<file path="src/rtl/ptrsel_pkg.sv">
package ptrsel_pkg;
  typedef enum logic {
    MODE_PLAIN = 1'b0,
    MODE_SEL   = 1'b1
  } ptr_mode_e;
endpackage

</file>
<file path="src/rtl/ptrsel_slot.sv">
module ptrsel_slot
  import ptrsel_pkg::*;
#(
  parameter int EXT_W   = 8,
  parameter int LIM_W   = 28,
  parameter int IDX_W   = 1,
  parameter int SLOT_ID = 0
) (
  input  logic             clk,
  input  logic             rst,
  input  logic             ld_valid,
  input  logic [IDX_W-1:0] ld_idx,
  input  logic [EXT_W-1:0] ld_ext,
  input  logic [LIM_W-1:0] ld_limit,
  input  logic             wr_valid,
  input  logic [IDX_W-1:0] wr_idx,
  output ptr_mode_e        mode,
  output logic [EXT_W-1:0] ext,
  output logic [LIM_W-1:0] limit
);
  localparam logic [IDX_W-1:0] MY_IDX = IDX_W'(SLOT_ID);

  logic ld_hit;
  logic wr_hit;

  assign ld_hit = ld_valid && (ld_idx == MY_IDX);
  assign wr_hit = wr_valid && (wr_idx == MY_IDX);

  // load has priority over an ordinary write in the same cycle
  always_ff @(posedge clk) begin
    if (rst) begin
      mode  <= MODE_PLAIN;
      ext   <= '0;
      limit <= '0;
    end else if (ld_hit) begin
      mode  <= MODE_SEL;
      ext   <= ld_ext;
      limit <= ld_limit;
    end else if (wr_hit) begin
      mode  <= MODE_PLAIN;
    end
  end

  AST_LOAD_ENTERS_SEL: assert property (@(posedge clk) disable iff (rst)
    ld_hit |=> (mode == MODE_SEL && ext == $past(ld_ext) && limit == $past(ld_limit)));
  AST_WRITE_DROPS_SEL: assert property (@(posedge clk) disable iff (rst)
    (wr_hit && !ld_hit) |=> (mode == MODE_PLAIN));
  AST_LOAD_BEATS_WRITE: assert property (@(posedge clk) disable iff (rst)
    (wr_hit && ld_hit) |=> (mode == MODE_SEL));
  AST_IDLE_HOLDS: assert property (@(posedge clk) disable iff (rst)
    (!wr_hit && !ld_hit) |=> ($stable(mode) && $stable(ext) && $stable(limit)));
endmodule

</file>
<file path="src/rtl/ptrsel_limit_chk.sv">
module ptrsel_limit_chk #(
  parameter int BLK_W = 20,
  parameter int LIM_W = 28
) (
  input  logic [BLK_W-1:0] blk_idx,
  input  logic [LIM_W-1:0] limit,
  output logic             over
);
  localparam int CMP_W = (BLK_W > LIM_W) ? BLK_W : LIM_W;

  logic [CMP_W-1:0] blk_x;
  logic [CMP_W-1:0] lim_x;

  assign blk_x = CMP_W'(blk_idx);
  assign lim_x = CMP_W'(limit);
  assign over  = blk_x > lim_x;
endmodule

</file>
<file path="src/rtl/ptrsel_compose.sv">
module ptrsel_compose
  import ptrsel_pkg::*;
#(
  parameter int OFF_W = 32,
  parameter int PA_W  = 40
) (
  input  logic                clk,
  input  logic                rst,
  input  logic                req_valid,
  input  ptr_mode_e           mode,
  input  logic [PA_W-OFF_W-1:0] ext,
  input  logic [OFF_W-1:0]    offset,
  input  logic                over,
  output logic [PA_W-1:0]     pa_out,
  output logic                pa_valid,
  output logic                pa_fault
);
  localparam int EXT_W = PA_W - OFF_W;

  logic            fault_c;
  logic [EXT_W-1:0] hi_c;

  assign fault_c = (mode == MODE_SEL) && over;
  assign hi_c    = (mode == MODE_SEL) ? ext : '0;

  always_ff @(posedge clk) begin
    if (rst) begin
      pa_out   <= '0;
      pa_valid <= 1'b0;
      pa_fault <= 1'b0;
    end else begin
      pa_valid <= req_valid && !fault_c;
      pa_fault <= req_valid && fault_c;
      pa_out   <= (req_valid && !fault_c) ? {hi_c, offset} : '0;
    end
  end

  AST_VALID_FAULT_EXCL: assert property (@(posedge clk) disable iff (rst)
    !(pa_valid && pa_fault));
  AST_IDLE_QUIET: assert property (@(posedge clk) disable iff (rst)
    !req_valid |=> (!pa_valid && !pa_fault && pa_out == '0));
  AST_PLAIN_ZERO_TOP: assert property (@(posedge clk) disable iff (rst)
    (req_valid && mode == MODE_PLAIN) |=> (pa_valid && pa_out[PA_W-1:OFF_W] == '0));
  AST_OFFSET_PASS: assert property (@(posedge clk) disable iff (rst)
    (req_valid && (mode == MODE_PLAIN || !over)) |=> (pa_valid && pa_out[OFF_W-1:0] == $past(offset)));
  AST_FAULT_ZERO_ADDR: assert property (@(posedge clk) disable iff (rst)
    pa_fault |-> (pa_out == '0));
endmodule

</file>
<file path="src/rtl/ptrsel_xlate.sv">
module ptrsel_xlate
  import ptrsel_pkg::*;
#(
  parameter int NUM_REGS  = 2,
  parameter int OFF_W     = 32,
  parameter int PA_W      = 40,
  parameter int LIM_W     = 28,
  parameter int BLK_SHIFT = 12,
  localparam int IDX_W    = (NUM_REGS > 1) ? $clog2(NUM_REGS) : 1,
  localparam int EXT_W    = PA_W - OFF_W
) (
  input  logic             clk,
  input  logic             rst,
  input  logic             ld_valid,
  input  logic [IDX_W-1:0] ld_idx,
  input  logic [EXT_W-1:0] ld_ext,
  input  logic [LIM_W-1:0] ld_limit,
  input  logic             wr_valid,
  input  logic [IDX_W-1:0] wr_idx,
  input  logic             req_valid,
  input  logic [IDX_W-1:0] req_idx,
  input  logic [OFF_W-1:0] req_offset,
  output logic [PA_W-1:0]  pa_out,
  output logic             pa_valid,
  output logic             pa_fault
);
  localparam int BLK_W = OFF_W - BLK_SHIFT;

  ptr_mode_e        slot_mode  [NUM_REGS];
  logic [EXT_W-1:0] slot_ext   [NUM_REGS];
  logic [LIM_W-1:0] slot_limit [NUM_REGS];

  for (genvar g = 0; g < NUM_REGS; g++) begin : g_slot
    ptrsel_slot #(
      .EXT_W  (EXT_W),
      .LIM_W  (LIM_W),
      .IDX_W  (IDX_W),
      .SLOT_ID(g)
    ) u_slot (
      .clk     (clk),
      .rst     (rst),
      .ld_valid(ld_valid),
      .ld_idx  (ld_idx),
      .ld_ext  (ld_ext),
      .ld_limit(ld_limit),
      .wr_valid(wr_valid),
      .wr_idx  (wr_idx),
      .mode    (slot_mode[g]),
      .ext     (slot_ext[g]),
      .limit   (slot_limit[g])
    );
  end

  ptr_mode_e        sel_mode;
  logic [EXT_W-1:0] sel_ext;
  logic [LIM_W-1:0] sel_limit;

  always_comb begin
    sel_mode  = MODE_PLAIN;
    sel_ext   = '0;
    sel_limit = '0;
    for (int i = 0; i < NUM_REGS; i++) begin
      if (req_idx == IDX_W'(i)) begin
        sel_mode  = slot_mode[i];
        sel_ext   = slot_ext[i];
        sel_limit = slot_limit[i];
      end
    end
  end

  logic over;

  ptrsel_limit_chk #(
    .BLK_W(BLK_W),
    .LIM_W(LIM_W)
  ) u_chk (
    .blk_idx(req_offset[OFF_W-1:BLK_SHIFT]),
    .limit  (sel_limit),
    .over   (over)
  );

  ptrsel_compose #(
    .OFF_W(OFF_W),
    .PA_W (PA_W)
  ) u_out (
    .clk      (clk),
    .rst      (rst),
    .req_valid(req_valid),
    .mode     (sel_mode),
    .ext      (sel_ext),
    .offset   (req_offset),
    .over     (over),
    .pa_out   (pa_out),
    .pa_valid (pa_valid),
    .pa_fault (pa_fault)
  );
endmodule

</file>
<file path="config.mk">
export PLATFORM = sky130hd
export DESIGN_NAME = ptrsel_xlate
export DESIGN_NICKNAME = d
export VERILOG_FILES = /design/src/rtl/ptrsel_pkg.sv /design/src/rtl/ptrsel_slot.sv /design/src/rtl/ptrsel_limit_chk.sv /design/src/rtl/ptrsel_compose.sv /design/src/rtl/ptrsel_xlate.sv
export SDC_FILE = /design/constraint.sdc
export NUM_CORES = 1
export LEC_CHECK = 0
export CORE_MARGIN = 2
export CORE_UTILIZATION = 50
export CTS_CLUSTER_DIAMETER = 80
export CTS_CLUSTER_SIZE = 16
export DETAILED_ROUTE_END_ITERATION = 16
export DONT_BUFFER_PORTS = 1
export PLACE_DENSITY = 0.74
export SYNTH_ARGS = -nofsm -noshare
export SYNTH_HDL_FRONTEND = slang
export SYNTH_SLANG_ARGS = --single-unit
</file>
<file path="constraint.sdc">
create_clock -name clk -period 4.9 [get_ports clk]
set_clock_uncertainty 0.2 [all_clocks]
set_input_delay 0 -clock clk [delete_from_list [all_inputs] [get_ports clk]]
set_output_delay 0 -clock clk [all_outputs]
set_load 0.02 [all_outputs]
</file>
==> results of run 1 <==
stage by stage:
step	setup WS, ns	hold slack (ns)	std cells	instance area, um^2	utilization
3_3_place_gp	2.111	-0.1200	632	4653	0.5109
3_5_place_dp	2.033	-0.1173	632	4653	0.5109
2_1_floorplan	2.666	-0.08621	550	4629	-
cells by family after synthesis:
group | after synthesis
and+or+nand+nor | 257
DFF | 116
AOI/OAI and AO/OA | 91
buffers and inverters | 37
muxes | 29
adders and majority gates | 20
==> summary.md, run 1 <==
| Metric | Value |
|---|---|
| Die Wd | 100.2 um |
| Initial core utilization | 0.5082 |
| Post-Syn Area | about 0.0046 mm^2 |
| Sequential area share after synthesis | 0.5016 |
| Dpl hpwl | 6.617 mm |
| YS warnings | 0 |
| Ys async rst share | 0 |
| Synth top area cells | dfxtp_1 50%, nand2_1 15%, a21oi_1 8.9% |
| I/O Pins | roughly 120 |
| Fail Step | clock tree synthesis |
| GP Congestion | slightly below 0.8 |
| #FFs+latches synth | 116 |
| Num Clock Sinks | 116 |
| Avg Inst Size Synth | 8.417 um^2 |
| Cells after Synth | 550 |
| Err | [ERROR RSZ-0060] Max buffer count reached. |
| Status | stopped before the end |
| Most area-hungry cell type in the Yosys netlist | dfxtp_1 |
| Share of the synthesized area in the top cell type | 0.5016 |
| Post-synthesis simple-gate area fraction | 0.2354 |
| Post-synthesis mux area share | 0.06541 |
| Netlist cell types | 30 |
| # rows | 35 |
| Compound-Gate Fraction of Synth Area | 0.1062 |
| Number of buffers created by CTS | 17 |
| EDFF count, synth | 0 |
| Root Driver | clkbuf_8 |
| Port Buffers | 0 |
| Syn Nets | about 650 |
| Most common library cells after synthesis | 185 x nand2_1, 116 x dfxtp_1, 82 x a21oi_1 |
| Post-synthesis xor/xnor area fraction | 0 |
| Post-CTS Setup Inserts | 0 |
| # H-tree levels | 4 |
| Die height | 100.2 um |
| Top_reg_cell synth | dfxtp_1 |
| Adder-cell share of the synthesized area | 0.05405 |
| Post-cts gate resize count | 0 |
| Main combinational cell family by area after synthesis | simple AND/OR/NAND/NOR gates |
| Max clock buf depth | 2 |
| CTS Hold Buffers Added | 135 |
| Most common cell in the synthesized netlist | nand2_1 |
==> inputs of run 2 (changes only) <==
- CORE_UTILIZATION: 50 -> 35
- CTS_CLUSTER_DIAMETER: 80 -> unset
- CTS_CLUSTER_SIZE: 16 -> unset
- PLACE_DENSITY: 0.74 -> unset
- PLACE_DENSITY_LB_ADDON: unset -> 0.15
==> summary.md, run 2 <==
| Metric | Value |
|---|---|
| Share of the synthesized area in the top cell type | 0.5016 |
| Top reg by flops | g_slot.u_slot.limit |
| Final setup fails | 0 |
| Largest register FFs | 56 |
| Post-layout min period | 2.844 ns |
| Largest net degree at the start of global routing | 76 |
| CP max FO | 36 |
| Most frequent cells in the layout | 185 x nand2_1, 135 x dlygate4sd3_1, 116 x dfxtp_1, 82 x a21oi_1, 24 x nor2_1 |
| Most common library cells after synthesis | 185 x nand2_1, 116 x dfxtp_1, 82 x a21oi_1 |
| CP arrival | 3.00 ns |
| Antenna cells | 0 |
| CTS tree | built |
| Avg Inst Size Synth | 8.417 um^2 |
| Drt wl/cell | 14.81 um |
| Number of DRC markers in iteration 0 | ~240 |
| Vias in the first global route | approximately 4200 |
| Antenna violations before repair | 0 |
| # rows | 42 |
| TritonRoute pass-1 iters | 4 |
| Layout cells sized above 1 | 0.1103 |
| Final #Nets | a little under 800 |
| RSZ-0062 raised after global routing | false |
| CP required | 5.05 ns |
| #FFs+latches synth | about 120 |
| Dpl hpwl | 7.198 mm |
| Gr ovfl total | 0 |
| Initial core utilization | 0.3538 |
| Status | completed |
| Post-cts gate resize count | 0 |
| # H-tree levels | 4 |
| Routed wire length | 12.81 mm |
| Max_cap viols | 0 |
| Sequential area share after synthesis | 0.5016 |
| Antenna viol nets, final | 0 |
| Slew @ Worst Pin | 0.7787 ns |
| Top_reg_cell synth | dfxtp_1 |
| Pins Over Slew Limit | 0 |
| Part of the cycle the worst path needs | 0.5805 |
| I/O Pins | 118 |
| Max clock buf depth | 2 |
| Num Clock Sinks | 116 |
| Power density over the cells | ~370 mW/mm^2 |
| Area Growth Syn to Fin | 45.05% |
| Placed insts | 697 |
| Total number of vias | 4136 |
| Critical setup path kind | in2reg |
| Netlist cell types | 30 |
| VDD IR max | 198.9 uV |
| Max Freq | 351.6 MHz |
| Slew Limit Headroom | 0.4809 |
| DRC violations left | 0 |
| Latest clock arrival within the worst-skew pair | ~0.41 ns |
| Worst setup EP type | register |
| EDFF count, synth | 0 |
| Crit path launch type | input port |
| Commonest non-fill, non-tap cell in the layout | nand2_1 |
| Number of buffers created by CTS | 17 |
| Final std cells w/o fill | ~870 |
| Synth top area cells | dfxtp_1 50%, nand2_1 15%, a21oi_1 8.9% |
| Post-Syn Area | 0.004629 mm^2 |
| Die height | ~120 um |
| Worst-path clk slew | 0.06 ns |
| Die Wd | about 120 um |
| Leak | 2.625 nW |
| YS warnings | 0 |
| Syn Nets | 646 |
| GRT Total Usage | 0.1867 |
| Most area-hungry cell type in the Yosys netlist | dfxtp_1 |
| Final Hold Fails | 0 |
| Worst min-delay path class | in2reg |
| Via-to-Cell Ratio | 4.782 |
| Biggest regs | g_slot.u_slot.limit x56, u_out.pa_out x40, g_slot.u_slot.ext x16 |
| GP Congestion | 0.7486 |
| Port Buffers | 0 |
| Core area | 0.01309 mm^2 |
| Cells after Synth | between 500 and 600 |
| Power Total | between 2 and 3 mW |
| TNS Setup | 0 ns |
| Die area | roughly 0.014 mm^2 |
| Ys async rst share | 0 |
| Most common cell in the synthesized netlist | nand2_1 |
| FILL cells | around 1200 |
| Root Driver | clkbuf_16 |
| First-pass GRT wire length | 20.58 mm |
[run 2: worst paths after layout]
| path | to | startpoint | slack [ns] | cells after the start |
|---|---|---|---|---|
| max reg2reg | u_out.pa_out[26] | g_slot[1].u_slot.limit[11] | 2.07 | 9 |
| max | g_slot[0].u_slot.limit[10] | ld_idx | 2.06 | 8 |
| min reg2reg | g_slot[1].u_slot.ext[0] | g_slot[1].u_slot.ext[0] | 0.25 | 2 |
| min | g_slot[1].u_slot.limit[23] | ld_valid | 0.03 | 3 |
[run 2: repair_timing]
item,CTS,global route
buffers inserted,0,0
setup endpoints to repair,0,0
hold buffers,136,0
hold endpoints to repair,116,0
[run 2: area by class of cell]
type	count	area, um^2	share of cell area
Multi-Input combinational cell	397	2140	0.3186
Sequential cell	116	2322	0.3458
Tap cell	176	220.2	0.03279
Timing Repair Buffer	142	1424	0.2120
Inverter	2	7.507	0.001118
Clock inverter	13	158.9	0.02366
Clock buffer	19	442.9	0.06596
[run 2: per-stage QoR]
stage / hold slack (ns) / setup WS (ns) / util / instance area, um^2
global route: 0.07532 / 1.823 / 0.5132 / 6715
floorplan: -0.08621 / 2.666 / - / 4629
global placement: -0.1194 / 2.256 / 0.3618 / 4735
CTS: 0.03913 / 2.111 / 0.5132 / 6715
finish: 0.02649 / 2.056 / 0.5132 / 6715
detailed placement: -0.1170 / 2.192 / 0.3618 / 4735
[run 2: critical path, stage by stage]
cell	delay (ns)
dlygate4sd3_1	0.57
nor2b_2	0.11
dlygate4sd3_1	0.55
buf_4	0.40
nand2_1	0.10
dlygate4sd3_1	0.57
a21oi_1	0.12
dlygate4sd3_1	0.56
[run 2: where the power goes]
part / leakage [nW] / total, mW / switching, mW / internal, mW
clock: 0.277 / 1.25 / 0.436 / 0.809
combinational: 1.40 / 0.242 / 0.119 / 0.123
sequential: 0.949 / 1.02 / 0.0338 / 0.985
total: 2.62 / 2.51 / 0.589 / 1.92
[run 2: cells by family after synthesis]
kind of cell / Yosys count / share of synthesized area
simple gates: 257 / 0.2354
flops: 116 / 0.5016
mux: 29 / 0.06541
buf+inv: 37 / 0.03730
fa+ha+maj: 20 / 0.05405
compound gates: 91 / 0.1062
[run 2: routing by layer]
layer  routed length [um]  share of wire  vias to the layer above  GRT usage
met5                    0              0                        -          0
met4                  165          0.013                        0    0.05952
met3                  683          0.053                       17    0.05795
met2                 6289           0.49                      102     0.3226
met1                 5675           0.44                     1955     0.2204
li1                     -              -                     2062          -
Power figures use the tool's default switching activity.
==> inputs of run 3 (changes only) <==
- ABC_AREA: unset -> 1
- clock period: 4.9 -> 2.48 ns (I/O delays scaled with it)
==> summary.md, run 3 <==
| Metric | Value |
|---|---|
| Worst slack, placed | 0.1063 ns |
| Number of buffers created by CTS | 17 |
| Post-Syn Area | 0.004661 mm^2 |
| Sequential share of power | 0.408 |
| Top reg by flops | g_slot.u_slot.limit |
| Final Hold Fails | 0 |
| Initial core utilization | 0.3548 |
| Biggest regs | g_slot.u_slot.limit x56, u_out.pa_out x40, g_slot.u_slot.ext x16 |
| DRC violations left | 0 |
| Most area-hungry cell type in the Yosys netlist | dfxtp_1 |
| CP arrival | 2.44 ns |
| Gr ovfl total | 0 |
| Avg Inst Size Synth | 7.940 um^2 |
| Leak | 2.992 nW |
| Die height | 119.4 um |
| Number of DRC markers in iteration 0 | 133 |
| Antenna violations before repair | 0 |
| Post-layout min period | 2.293 ns |
| CP required | approximately 2.6 ns |
| GRT Total Usage | 0.1745 |
| Worst-path clk slew | 0.05 ns |
| Internal power | 3.848 mW |
| Latest clock arrival within the worst-skew pair | 0.41 ns |
| Ys async rst share | 0 |
| CTS tree | built |
| Slew Limit Headroom | 0.5184 |
| FILL cells | 1291 |
| Via-to-Cell Ratio | ~4.5 |
| Area Growth Syn to Fin | 40.97% |
| Most frequent cells in the layout | 151 x nor2_1, 116 x dfxtp_1, 112 x dlygate4sd3_1, 81 x o21ai_0, 59 x inv_1 |
| TritonRoute pass-1 iters | 5 |
| Combinational Power Share | 0.108 |
| Worst setup margin | 0.1871 ns |
| YS warnings | 0 |
| Slew @ Worst Pin | about 0.72 ns |
| I/O Pins | 118 |
| Die Wd | 119.4 um |
| Area of the multi-input gates | about 0.002 mm^2 |
| Root Driver | clkbuf_16 |
| Drt wl/cell | 13.61 um |
| Cells after Synth | 587 |
| Layout cells sized above 1 | 0.1041 |
| Share of the synthesized area in the top cell type | 0.4983 |
| Crit path launch type | register |
| Part of the cycle the worst path needs | 0.9246 |
| Pins Over Slew Limit | 0 |
| Post-Route Utilization | 0.5001 |
| Synth top area cells | dfxtp_1 50%, nor2_1 12%, o21ai_0 8.7% |
| TNS Setup | 0 ns |
| #FFs+latches synth | roughly 120 |
| Syn Nets | 683 |
| Minimum hold slack | 0.05856 ns |
| Num Clock Sinks | 116 |
| VDD IR max | between 400 and 500 uV |
| Final setup fails | 0 |
| Netlist cell types | 26 |
| Antenna cells | 0 |
| Total number of vias | 3998 |
| Power density over the cells | 763.2 mW/mm^2 |
| P_sw | 1.167 mW |
| Commonest non-fill, non-tap cell in the layout | nor2_1 |
| Top_reg_cell synth | dfxtp_1 |
| Max Freq | 436.1 MHz |
| Critical setup path kind | reg2reg |
| Largest register FFs | 56 |
| Worst min-delay path class | in2reg |
| First-pass GRT wire length | 19.44 mm |
| Routed wire length | 12.08 mm |
| Max_cap viols | 0 |
| Worst setup EP type | register |
| Antenna viol nets, final | 0 |
| EDFF count, synth | 0 |
| Max clock buf depth | 2 |
| Final #Nets | a little under 800 |
| Most common cell in the synthesized netlist | nor2_1 |
| Clock power share | 0.484 |
| # rows | 42 |
| Sequential area share after synthesis | 0.4983 |
| Die area | approximately 0.014 mm^2 |
| Core area | 0.01314 mm^2 |
| Register area | roughly 0.0023 mm^2 |
| Largest net degree at the start of global routing | 48 |
| Vias in the first global route | 3991 |
| Most common library cells after synthesis | 153 x nor2_1, 116 x dfxtp_1, 81 x o21ai_0 |
| # H-tree levels | 4 |
| Port Buffers | 0 |
| Switching Share | 0.2327 |
| Status | completed |
| Post-CTS Setup Inserts | 0 |
| GP Congestion | 0.7403 |
| RSZ-0062 raised after global routing | false |
| Dpl hpwl | 7.053 mm |
| CP max FO | 13 |
-- run 3: changes by cell type in the layout (fill, tap and decap cells not counted), sizes merged, moves of 23 or more --
cell | before | now
o21ai | 3 | 82
inv | 2 | 61
a21oi | 83 | 19
nand2 | 185 | 45
nor2 | 44 | 182
dlygate4sd3 | 135 | 112
-- run 3: worst max-delay path: stages, from the launching register on --
cell and delay, ns:
dfxtp_1 0.32, mux2i_1 0.07, ha_1 0.29, nand2_1 0.08, nor2_2 0.15, nand2_1 0.06, nor2_1 0.18, nand3_1 0.13
nor2_1 0.11, nor2_1 0.06, nand2_2 0.15, nand2_8 0.12, clkbuf_16 0.22, nor2_2 0.09
-- run 3: kinds of logic (layout without fill, tap and decap cells) --
family                     Yosys count  in the layout  share of synthesized area
buffers and inverters               91            215                    0.07973
and+or+nand+nor                    237            237                     0.2137
AOI/OAI and AO/OA                  103            103                     0.1117
muxes                               20             20                    0.04295
adders and majority gates           20             20                    0.05369
DFF                                116            116                     0.4983
-- run 3: area by class of cell --
cell class / instances / area share
tap: 176 / 0.03352
sequential: 116 / 0.3535
clock buffer: 24 / 0.07637
timing repair buffer: 120 / 0.1843
inverter: 63 / 0.03599
multi-input combinational: 380 / 0.3015
clock inverter: 8 / 0.01485
-- run 3: power by group through the flow --
stage | Combinational, mW | Sequential, mW | Clock [mW]
after floorplan | 0.305 | 2.07 | 0
after global placement | 0.362 | 2.08 | 0
after detailed placement | 0.370 | 2.08 | 0
after CTS | 0.533 | 2.04 | 2.49
after global routing | 0.617 | 2.05 | 2.56
final | 0.543 | 2.05 | 2.43
-- run 3: final timing paths --
path                                    from                    endpoint  slack, ns  cells past startpoint
hold reg to reg   g_slot[1].u_slot.limit[25]  g_slot[1].u_slot.limit[25]       0.25                      2
setup reg to reg  g_slot[1].u_slot.limit[19]            u_out.pa_out[20]       0.19                     13
hold / removal                 req_offset[2]             u_out.pa_out[2]       0.06                      3
setup / recovery  g_slot[1].u_slot.limit[19]            u_out.pa_out[20]       0.19                     13
-- run 3: what timing repair did --
| action | in CTS | in global routing |
|---|---|---|
| gates resized for setup | 0 | 2 |
| hold buffers | 112 | 0 |
| hold endpoints to repair | 116 | 0 |
| endpoints found under the setup margin | 0 | 26 |
-- run 3: metrics by stage --
stage / instance area, um^2 / instances / total power, mW
finish: 6570 / 887 / 5.014
global route: 6570 / 887 / 5.230
CTS: 6534 / 886 / 5.066
detailed placement: 4813 / 742 / 2.453
global placement: 4813 / 742 / 2.442
floorplan: 4661 / 587 / 2.376
-- run 3: per-layer routing --
layer | up-vias | routed length (um) | share of wire | global-route usage
li1 | 2066 | - | - | -
met4 | 0 | 157 | 0.013 | 0.05662
met5 | - | 0 | 0 | 0
met3 | 16 | 626 | 0.052 | 0.05268
met1 | 1810 | 5596 | 0.46 | 0.2147
met2 | 106 | 5694 | 0.47 | 0.2920
